**config.mk**
```make
export PLATFORM = sky130hd
export DESIGN_NAME = ccr_ctrl
export DESIGN_NICKNAME = d
export VERILOG_FILES = /design/src/rtl/ccr_pkg.sv /design/src/rtl/ccr_regfile.sv /design/src/rtl/ccr_index_map.sv /design/src/rtl/ccr_valid_array.sv /design/src/rtl/ccr_ctrl.sv
export SDC_FILE = /design/constraint.sdc
export NUM_CORES = 1
export LEC_CHECK = 0
export BUFFER_PORTS_ARGS = -buffer_cell sky130_fd_sc_hd__buf_4
export CORE_MARGIN = 1.5
export CORE_UTILIZATION = 45
export DETAILED_ROUTE_END_ITERATION = 10
export GPL_TIMING_DRIVEN = 0
export PLACE_DENSITY_LB_ADDON = 0.1
export SYNTH_ARGS = -nofsm -noshare
export SYNTH_HDL_FRONTEND = slang
export SYNTH_SLANG_ARGS = --single-unit
```
**constraint.sdc**
```tcl
create_clock -name clk -period 2.57 [get_ports clk]
set_input_delay 0.257 -clock clk [delete_from_list [all_inputs] [get_ports clk]]
set_output_delay 0.257 -clock clk [all_outputs]
set_load 0.01 [all_outputs]
```
**src/rtl/ccr_pkg.sv**
```systemverilog
package ccr_pkg;
  localparam int unsigned REG_W      = 32;
  localparam int unsigned POS_DBL    = 31;
  localparam int unsigned POS_ICIDX  = 15;
  localparam int unsigned POS_ICINV  = 11;
  localparam int unsigned POS_ICEN   = 8;
  localparam int unsigned POS_OCIDX  = 7;
  localparam int unsigned POS_OCRAM  = 5;
  localparam int unsigned POS_OCINV  = 3;
  localparam int unsigned POS_CB     = 2;
  localparam int unsigned POS_WT     = 1;
  localparam int unsigned POS_OCEN   = 0;

  localparam logic [REG_W-1:0] STORE_MASK =
      (REG_W'(1) << POS_DBL)   | (REG_W'(1) << POS_ICIDX) |
      (REG_W'(1) << POS_ICEN)  | (REG_W'(1) << POS_OCIDX) |
      (REG_W'(1) << POS_OCRAM) | (REG_W'(1) << POS_CB)    |
      (REG_W'(1) << POS_WT)    | (REG_W'(1) << POS_OCEN);

  typedef struct packed {
    logic dbl_mode;
    logic ic_idx_mode;
    logic ic_en;
    logic oc_idx_mode;
    logic oc_ram_mode;
    logic copy_back;
    logic write_thru;
    logic oc_en;
  } cfg_t;
endpackage

```
**src/rtl/ccr_regfile.sv**
```systemverilog
module ccr_regfile
  import ccr_pkg::*;
(
  input  logic             clk,
  input  logic             rst_n,
  input  logic             wr_en,
  input  logic [REG_W-1:0] wr_data,
  output logic [REG_W-1:0] rd_data,
  output cfg_t             cfg,
  output logic             ic_inv,
  output logic             oc_inv
);
  logic [REG_W-1:0] word_q, word_d;

  always_comb begin
    word_d = word_q;
    if (wr_en) word_d = wr_data & STORE_MASK;
  end

  always_ff @(posedge clk or negedge rst_n) begin
    if (!rst_n) word_q <= '0;
    else        word_q <= word_d;
  end

  assign rd_data = word_q;
  assign ic_inv  = wr_en & wr_data[POS_ICINV];
  assign oc_inv  = wr_en & wr_data[POS_OCINV];

  always_comb begin
    cfg.dbl_mode    = word_q[POS_DBL];
    cfg.ic_idx_mode = word_q[POS_ICIDX];
    cfg.ic_en       = word_q[POS_ICEN];
    cfg.oc_idx_mode = word_q[POS_OCIDX];
    cfg.oc_ram_mode = word_q[POS_OCRAM];
    cfg.copy_back   = word_q[POS_CB];
    cfg.write_thru  = word_q[POS_WT];
    cfg.oc_en       = word_q[POS_OCEN];
  end


  wr_readback_chk: assert property (@(posedge clk) disable iff (!rst_n)
    wr_en |=> rd_data == ($past(wr_data) & 32'h8000_81A7));


  hold_chk: assert property (@(posedge clk) disable iff (!rst_n)
    !wr_en |=> $stable(rd_data));
endmodule

```
**src/rtl/ccr_index_map.sv**
```systemverilog
module ccr_index_map #(
  parameter int unsigned ADDR_W   = 32,
  parameter int unsigned IDX_W    = 8,
  parameter int unsigned LINE_LSB = 5,
  parameter int unsigned ALT_BIT  = 25
) (
  input  logic              alt_mode,
  input  logic [ADDR_W-1:0] addr,
  output logic [IDX_W-1:0]  idx
);
  localparam int unsigned TOP = LINE_LSB + IDX_W - 1;

  logic [IDX_W-1:0] plain_idx, alt_idx;
  logic unused_addr_bits;

  assign plain_idx = addr[TOP:LINE_LSB];
  assign alt_idx   = {addr[ALT_BIT], addr[TOP-1:LINE_LSB]};
  assign idx       = alt_mode ? alt_idx : plain_idx;
  assign unused_addr_bits = ^addr;
endmodule

```
**src/rtl/ccr_valid_array.sv**
```systemverilog
module ccr_valid_array #(
  parameter int unsigned IDX_W = 8,
  localparam int unsigned DEPTH = 1 << IDX_W
) (
  input  logic             clk,
  input  logic             rst_n,
  input  logic             inv_all,
  input  logic             fill_en,
  input  logic [IDX_W-1:0] fill_idx,
  input  logic [IDX_W-1:0] rd_idx,
  output logic             rd_valid
);
  logic [DEPTH-1:0] vld_q, vld_d;

  always_comb begin
    vld_d = vld_q;
    if (fill_en) vld_d[fill_idx] = 1'b1;
    if (inv_all) vld_d = '0;
  end

  always_ff @(posedge clk or negedge rst_n) begin
    if (!rst_n) vld_q <= '0;
    else        vld_q <= vld_d;
  end

  assign rd_valid = vld_q[rd_idx];


  inv_clear_chk: assert property (@(posedge clk) disable iff (!rst_n)
    inv_all |=> (vld_q == '0));


  fill_set_chk: assert property (@(posedge clk) disable iff (!rst_n)
    (fill_en && !inv_all) |=> vld_q[$past(fill_idx)]);
endmodule

```
**src/rtl/ccr_ctrl.sv**
```systemverilog
module ccr_ctrl
  import ccr_pkg::*;
#(
  parameter int unsigned ADDR_W   = 32,
  parameter int unsigned IDX_W    = 8,
  parameter int unsigned LINE_LSB = 5,
  parameter int unsigned ALT_BIT  = 25
) (
  input  logic              clk,
  input  logic              rst_n,
  input  logic              wr_en,
  input  logic [31:0]       wr_data,
  output logic [31:0]       rd_data,
  output logic              dbl_mode,
  output logic              ic_en,
  output logic              ic_idx_mode,
  output logic              oc_idx_mode,
  output logic              oc_ram_mode,
  output logic              copy_back,
  output logic              write_thru,
  output logic              oc_en,
  output logic              ic_inv_pulse,
  output logic              oc_inv_pulse,
  input  logic [ADDR_W-1:0] lk_addr,
  output logic [IDX_W-1:0]  lk_index,
  output logic              lk_valid,
  input  logic              fill_en,
  input  logic [IDX_W-1:0]  fill_index
);
  cfg_t cfg;
  logic ic_inv;

  ccr_regfile u_regs (
    .clk     (clk),
    .rst_n   (rst_n),
    .wr_en   (wr_en),
    .wr_data (wr_data),
    .rd_data (rd_data),
    .cfg     (cfg),
    .ic_inv  (ic_inv),
    .oc_inv  (oc_inv_pulse)
  );

  ccr_index_map #(
    .ADDR_W(ADDR_W), .IDX_W(IDX_W), .LINE_LSB(LINE_LSB), .ALT_BIT(ALT_BIT)
  ) u_map (
    .alt_mode (cfg.ic_idx_mode),
    .addr     (lk_addr),
    .idx      (lk_index)
  );

  ccr_valid_array #(.IDX_W(IDX_W)) u_vld (
    .clk      (clk),
    .rst_n    (rst_n),
    .inv_all  (ic_inv),
    .fill_en  (fill_en),
    .fill_idx (fill_index),
    .rd_idx   (lk_index),
    .rd_valid (lk_valid)
  );

  assign ic_inv_pulse = ic_inv;
  assign dbl_mode     = cfg.dbl_mode;
  assign ic_en        = cfg.ic_en;
  assign ic_idx_mode  = cfg.ic_idx_mode;
  assign oc_idx_mode  = cfg.oc_idx_mode;
  assign oc_ram_mode  = cfg.oc_ram_mode;
  assign copy_back    = cfg.copy_back;
  assign write_thru   = cfg.write_thru;
  assign oc_en        = cfg.oc_en;


  pulse_src_chk: assert property (@(posedge clk) disable iff (!rst_n)
    (ic_inv_pulse || oc_inv_pulse) |-> wr_en);
endmodule

```
==> results of run 1 <==
==> where the power goes <==
part / leakage, nW / total, mW / switching, mW / internal [mW]
combinational: 2.70 / 0.879 / 0.579 / 0.301
clock: 0.483 / 4.26 / 1.75 / 2.51
sequential: 3.67 / 4.23 / 0.0283 / 4.20
total: 6.85 / 9.37 / 2.36 / 7.01
==> layout make-up <==
cell class                      instances  share of cell area
Clock buffer                           45              0.0635
Timing Repair Buffer                   68              0.0415
Multi-Input combinational cell        852               0.347
Buffer                                125              0.0501
Sequential cell                       264               0.463
Tap cell                              335              0.0294
Inverter                                2            0.000526
Clock inverter                          8             0.00517
==> routing by layer <==
metal  routed length [um]  part of all wire
met5                    0                 0
met2                18400              0.45
met3                 3540             0.087
met4                 1250             0.031
met1                17700              0.43
==> worst paths after layout <==
| kind | start | endpoint | slack, ns | depth (start not counted) |
|---|---|---|---|---|
| setup / recovery | lk_addr[5] | lk_valid | -0.35 | 10 |
| setup reg to reg | u_regs.rd_data[15] | u_regs.rd_data[15] | 1.74 | 1 |
| max in group asynchronous | rst_n | u_vld.vld_q[16] | 1.39 | 3 |
| min in group asynchronous | rst_n | u_vld.vld_q[226] | 0.25 | 2 |
| hold reg to reg | u_vld.vld_q[69] | u_vld.vld_q[69] | 0.49 | 2 |
| hold / removal | fill_index[2] | u_vld.vld_q[237] | 0.02 | 3 |
==> per-stage QoR <==
step	power [mW]	setup slack [ns]	hold WS (ns)
after floorplan	4.74	0.500	-0.0386
after global placement	5.13	-1.05	0.467
after detailed placement	5.15	-0.558	0.256
after CTS	9.38	-0.318	0.0115
after global routing	9.65	-0.364	0.0650
final	9.37	-0.352	0.0151
==> placed cells by master, fill, tap and decap left out, drive strengths merged, types with 2 or more instances in the layout <==
cell         count
clkinvlp         2
clkinv           4
and3             4
nand2           17
mux2i           85
nor4             7
a32oi            2
buf            122
dlygate4sd3      9
and2             4
mux4            23
a31oi            6
mux2             8
or3b             2
inv              3
nand2b           7
nand3            6
a21oi          258
a41oi            2
o21ai            9
conb            24
a221oi           4
clkbuf         107
a22oi           14
nor2b           11
a22o             2
o22ai           22
nand3b           4
nor3            11
nor2           314
dfrtp          264
==> repair_timing <==
item	in CTS	in global routing
endpoints found under the setup margin	1	1
resized for setup	14	2
setup buffers	2	0
hold buffers	9	0
pin swaps	2	0
endpoints found under the hold margin	75	0
==> flip-flops by register name, indices dropped and copies added (netlist names) <==
register / cells
u_regs.rd_data: 8
u_vld.vld_q: 256
==> worst max-delay path: cells and delay by family <==
kind	cells	cell delay, ns
compound gates	4	0.95
buf+inv	4	1.15
simple gates	2	0.28
==> kinds of logic after synthesis <==
group	count (synthesis)	share of synthesized area
buffers and inverters	127	0.0584
other	1	0.000309
AO/OA/AOI/OAI	324	0.144
AND/OR/NAND/NOR	388	0.131
multiplexers	116	0.122
flip-flops	264	0.545
==> run metrics, run 1 <==
# clock sinks=264; VDD IR max=500 uV; post-synth design cell area=12100 sq um; Final HPWL DP=approximately 26000 um; Floorplan Core Area=between 20000 and 30000 sq um; gp weighted congestion=between 0.9 and 1; worst path required time=2.31 ns; layout cells sized above 1=0.155; Syn-to-layout area delta=17.6%; WL final=a little over 40000 um; Initial DRC Count=1132; placed instance area=around 13000 sq um; Max Freq=roughly 0.34 GHz; vias in the first global route=between 9000 and 10000; cell count after synthesis=around 1200; leakage power=6.85 nW; met1 Use GR=0.436; cell with the largest stage delay on the worst path=clkbuf_1; CTS buffer count=29; unrepaired setup endpoints after global routing=true; average size of a mapped cell=between 9 and 10 sq um; number of vias per cell=roughly 6; Clk Latency, worst-skew pair=0.55 ns; setup tns final=-0.352 ns; WL/cell=between 20 and 25 um; CTS tree=built; Die Ht=167 um; CP endpoint kind=primary output; Final setup viols=1; I/O pins=127; dominant synthesized flop cell=dfrtp_1; PD cells=657 nW/um^2; H-tree depth=1; Worst Hold Class=primary input to flop; Final Max Slew Viols=20; Routed Antenna Nets=0; Die ar.=27900 sq um; GR Util All Layers=0.295; Storage cell area=approximately 6600 sq um; fillers=about 2400; Root Driver=clkbuf_16; FF+latch count, synth=around 260; Worst Slack Setup Final=-0.352 ns; met3 usage=0.0499; Worst Path Class, Setup=primary input to primary output; Yosys top cell area share=0.545; violated checks=max-capacitance violations, max-slew violations, negative setup slack; clock skew=0 ns; Netlist cell types=40; # DRC=0; Rel. slew slack=-0.0193; number of I/O port buffers=53; measured slew at the worst slew-check pin=between 1.5 and 2 ns; Data arrival, critical path=approximately 2.7 ns; first drt pass iteration count=7; GRT met2 Usage=0.444; Post-synth EDFFs=0; worst-path maximum fanout=10; Ant. Diodes=0; largest net degree at the start of global routing=about 110; register clock-pin slew on the reported worst setup and hold paths=about 0.06 ns; status=complete, but fails checks; first-pass GRT wire length=approximately 61000 um; GR Overflow Total=0; CP max stage delay=a little over 0.4 ns; vias=roughly 10000; Post-synth ARST share=1.00; most frequent cell after synthesis=nor2_1; max-cap violations=2; most used routing layer in global routing=met2; final hold vios=0; Synth top cells by count=nor2_1 (314), dfrtp_1 (264), a21oi_1 (258); area of the multi-input gates=4950 sq um; fin crit share=1.14; CP Launch Type=primary input; clk buf depth=3; cell area after layout=~14000 sq um; Std-Cell Rows=59; Core Util, Final=0.543; Die W=167 um; sequential-to-total area share from yosys stat=0.545; post-layout min period=about 2.9 ns; nets=1418; initial antenna violation count=0; CP Cell Sequence=buf_6 > buf_2 > nand3b_1 > clkbuf_1 > o22ai_1 > nor2_1 > a32oi_2 > a22oi_1 > a22oi_2 > buf_4; # placed instances=around 1600; Yosys Warn Count=0; Cell Count, Final, Fillers Out=around 1700; leading post-synthesis cells by cell area=dfrtp_1 (54%), a21oi_1 (11%), nor2_1 (9.7%); Initial Util=0.462; dominant cell type by area after synthesis=dfrtp_1
Note: power is estimated with default switching activity, not from simulation.
==> inputs of run 2 (changes only) <==
- SYNTH_HIERARCHICAL: unset -> 1
==> run 2 against run 1 <==
Net effect:
- the flow finishes with violations (max-capacitance violations, negative setup slack)
- hold slack better by 0.029 ns
- utilization is 0.19 points lower
- non-clock buffer count is 5 lower
- clock-buffer cell count is 6 lower
- maximum frequency is 8.9% lower
- sequential power hardly changed
- sequential share of layout area is 0.29 points higher
- design area is 0.62% lower
- largest cell class unchanged
- clock power is 1% higher
==> run metrics, run 2 <==
post-synthesis mux area share=0.132; number of vias per cell=5.86; Post-synth EDFFs=0; final hold vios=0; Worst Slack Setup Final=-0.636 ns; Post-CTS Setup Bufs=0; register clock-pin slew on the reported worst setup and hold paths=roughly 0.060 ns; violated checks=max-capacitance violations, negative setup slack; most used routing layer in global routing=met2; Final Max Slew Viols=0; Data arrival, critical path=roughly 3.0 ns; status=complete, but fails checks; Yosys Warn Count=6; unrepaired setup endpoints after global routing=true; worst path required time=2.31 ns; gp weighted congestion=between 0.8 and 0.9; post-synth design cell area=12100 sq um; initial antenna violation count=0; Largest register FFs=256; first-pass GRT wire length=between 50000 and 60000 um; vias in the first global route=9332; Clk Latency, worst-skew pair=approximately 0.55 ns; leading post-synthesis cells by cell area=dfrtp_1 (55%), a21oi_1 (11%), nor2_1 (8.9%); H-tree depth=1; dominant cell type by area after synthesis=dfrtp_1; Die ar.=about 28000 sq um; Synth Area in Compound Gates=0.141; power share of the combinational group=0.088; met3 usage=0.0497; Post-synth ARST share=1.00; Seq pwr share=0.451; max-cap violations=1; setup tns final=-0.636 ns; CP delay by family, top=multiplexers; GRT met2 Usage=0.428; FF+latch count, synth=roughly 260; CTS buffer count=29; most frequent cells in the layout=nor2_1 (287), dfrtp_1 (264), a21oi_1 (257); adder-cell share of the synthesized area=0; Floorplan Core Area=around 26000 sq um; Cell Count, Final, Fillers Out=1647; Worst Path Class, Setup=flop to primary output; Die Ht=roughly 170 um; GR Util All Layers=0.277; most common cell after layout, fill and taps aside=nor2_1; Synth Area in XOR/XNOR=0; # placed instances=~1600; Most flops, register=u_vld/vld_q; pre-CTS setup slack=-1.37 ns; most frequent cell after synthesis=nor2_1; Die W=between 150 and 200 um; CP max stage delay=0.51 ns; WL final=between 30000 and 40000 um; Root Driver=clkbuf_16; main combinational cell family by area after synthesis=compound AO/OA/AOI/OAI gates; Max Freq=0.312 GHz; average size of a mapped cell=10.3 sq um; cell count after synthesis=1180; CTS tree=built; Core Util, Final=0.541; CP Cell Sequence=mux4_2 > mux4_2 > a22o_1 > a41o_1 > a211o_1 > o41a_1 > buf_6; largest net degree at the start of global routing=about 110; cell with the largest stage delay on the worst path=mux4_2; I/O pins=127; switching share of power=0.240; clock skew=0 ns; # clock sinks=about 260; leakage power=6.78 nW; VDD IR max=about 530 uV; vias=a little under 10000; Final setup viols=1; Worst Path Buf+Inv=1; nets=between 1000 and 1500; Int Pwr=a little over 7 mW; fin crit share=1.25; Yosys top cell area share=0.546; total chip power=9.36 mW; PD cells=between 600 and 700 nW/um^2; Syn-to-layout area delta=17.1%; Synth top cells by count=nor2_1 (287), dfrtp_1 (264), a21oi_1 (257); CP Launch Type=flop; number of I/O port buffers=46; Synth Area in Simple Gates=0.124; Net Sw Power=between 2 and 2.5 mW; GR Overflow Total=0; Ant. Diodes=0; CP endpoint kind=primary output; sequential-to-total area share from yosys stat=0.546; first drt pass iteration count=5; Rel. slew slack=0.00238; Std-Cell Rows=59; Netlist cell types=between 50 and 60; most frequent CP cell=mux4_2; WL/cell=approximately 23 um; Routed Antenna Nets=0; worst-path maximum fanout=2; post-layout min period=3.21 ns; # DRC=0; met1 Use GR=0.403; clk buf depth=3; Worst Hold Class=primary input to flop; layout cells sized above 1=0.160; Clock power frac=0.461; Initial Util=0.462; Initial DRC Count=approximately 1100; measured slew at the worst slew-check pin=about 1.5 ns; dominant synthesized flop cell=dfrtp_1; Final HPWL DP=24400 um
==> run 2: changes by cell type after synthesis, sizes merged, moves of 4 or more <==
cell,delta
o22ai,-5
a31oi,-4
mux2,+9
mux2i,-25
clkbuf,+11
and2,+8
nand2,-5
a22oi,-13
mux4,+10
nor2b,-6
buf,-5
nand3,-4
nor2,-27
==> run 2: per-stage QoR <==
| stage | area, sq um | hold WS, ns |
|---|---|---|
| after global routing | 14200 | 0.0459 |
| after detailed placement | 13000 | 0.299 |
| final | 14200 | 0.0445 |
| after floorplan | 12200 | -0.0386 |
| after CTS | 14200 | 0.0308 |
| after global placement | 13000 | 0.469 |
==> run 2: layout make-up <==
type / count / area, sq um
plain buffers: 131 / 737
clock buffers: 39 / 823
clock inverters: 13 / 168
fillers: 2385 / 12000
inverters: 3 / 12.5
multi-input cells: 805 / 4910
flip-flops and latches: 264 / 6610
well taps: 335 / 419
repair buffers: 57 / 502
==> run 2: what timing repair did <==
action / in CTS / in global routing
hold buffers: 9 / 0
endpoints found under the setup margin: 1 / 1
pin swaps: 1 / 0
hold endpoints to repair: 90 / 0
gates resized for setup: 21 / 4
==> run 2: power groups by stage <==
stage | clock network [mW] | registers, mW | logic [mW]
global route | 4.55 | 4.22 | 0.878
global placement | 0 | 4.30 | 0.775
finish | 4.31 | 4.22 | 0.820
floorplan | 0 | 4.30 | 0.422
CTS | 4.39 | 4.22 | 0.814
detailed placement | 0 | 4.30 | 0.789
==> run 2: cell families (layout without fill, tap and decap cells) <==
group | Yosys count | after routing
AOI/OAI and AO/OA | 313 | 313
buffers and inverters | 134 | 243
DFF | 264 | 264
muxes | 110 | 110
other | 1 | 24
and+or+nand+nor | 358 | 358
==> run 2: path summary, 6_finish.rpt <==
check | start | endpoint | slack (ns) | cells after the start
setup / recovery | u_vld/vld_q[227] | lk_valid | -0.64 | 7
hold / removal | wr_en | u_regs/rd_data[8] | 0.04 | 2
setup reg to reg | u_regs/rd_data[15] | u_regs/rd_data[15] | 1.75 | 1
hold reg to reg | u_vld/vld_q[136] | u_vld/vld_q[136] | 0.49 | 2
max in group asynchronous | rst_n | u_vld/vld_q[179] | 1.31 | 3
min in group asynchronous | rst_n | u_vld/vld_q[229] | 0.29 | 2
==> run 2: metal layers <==
layer  part of all wire  up-vias
li1                   -     4266
met1               0.44     4917
met2               0.45      404
met3              0.078       64
met4              0.024        0
met5                  0        -
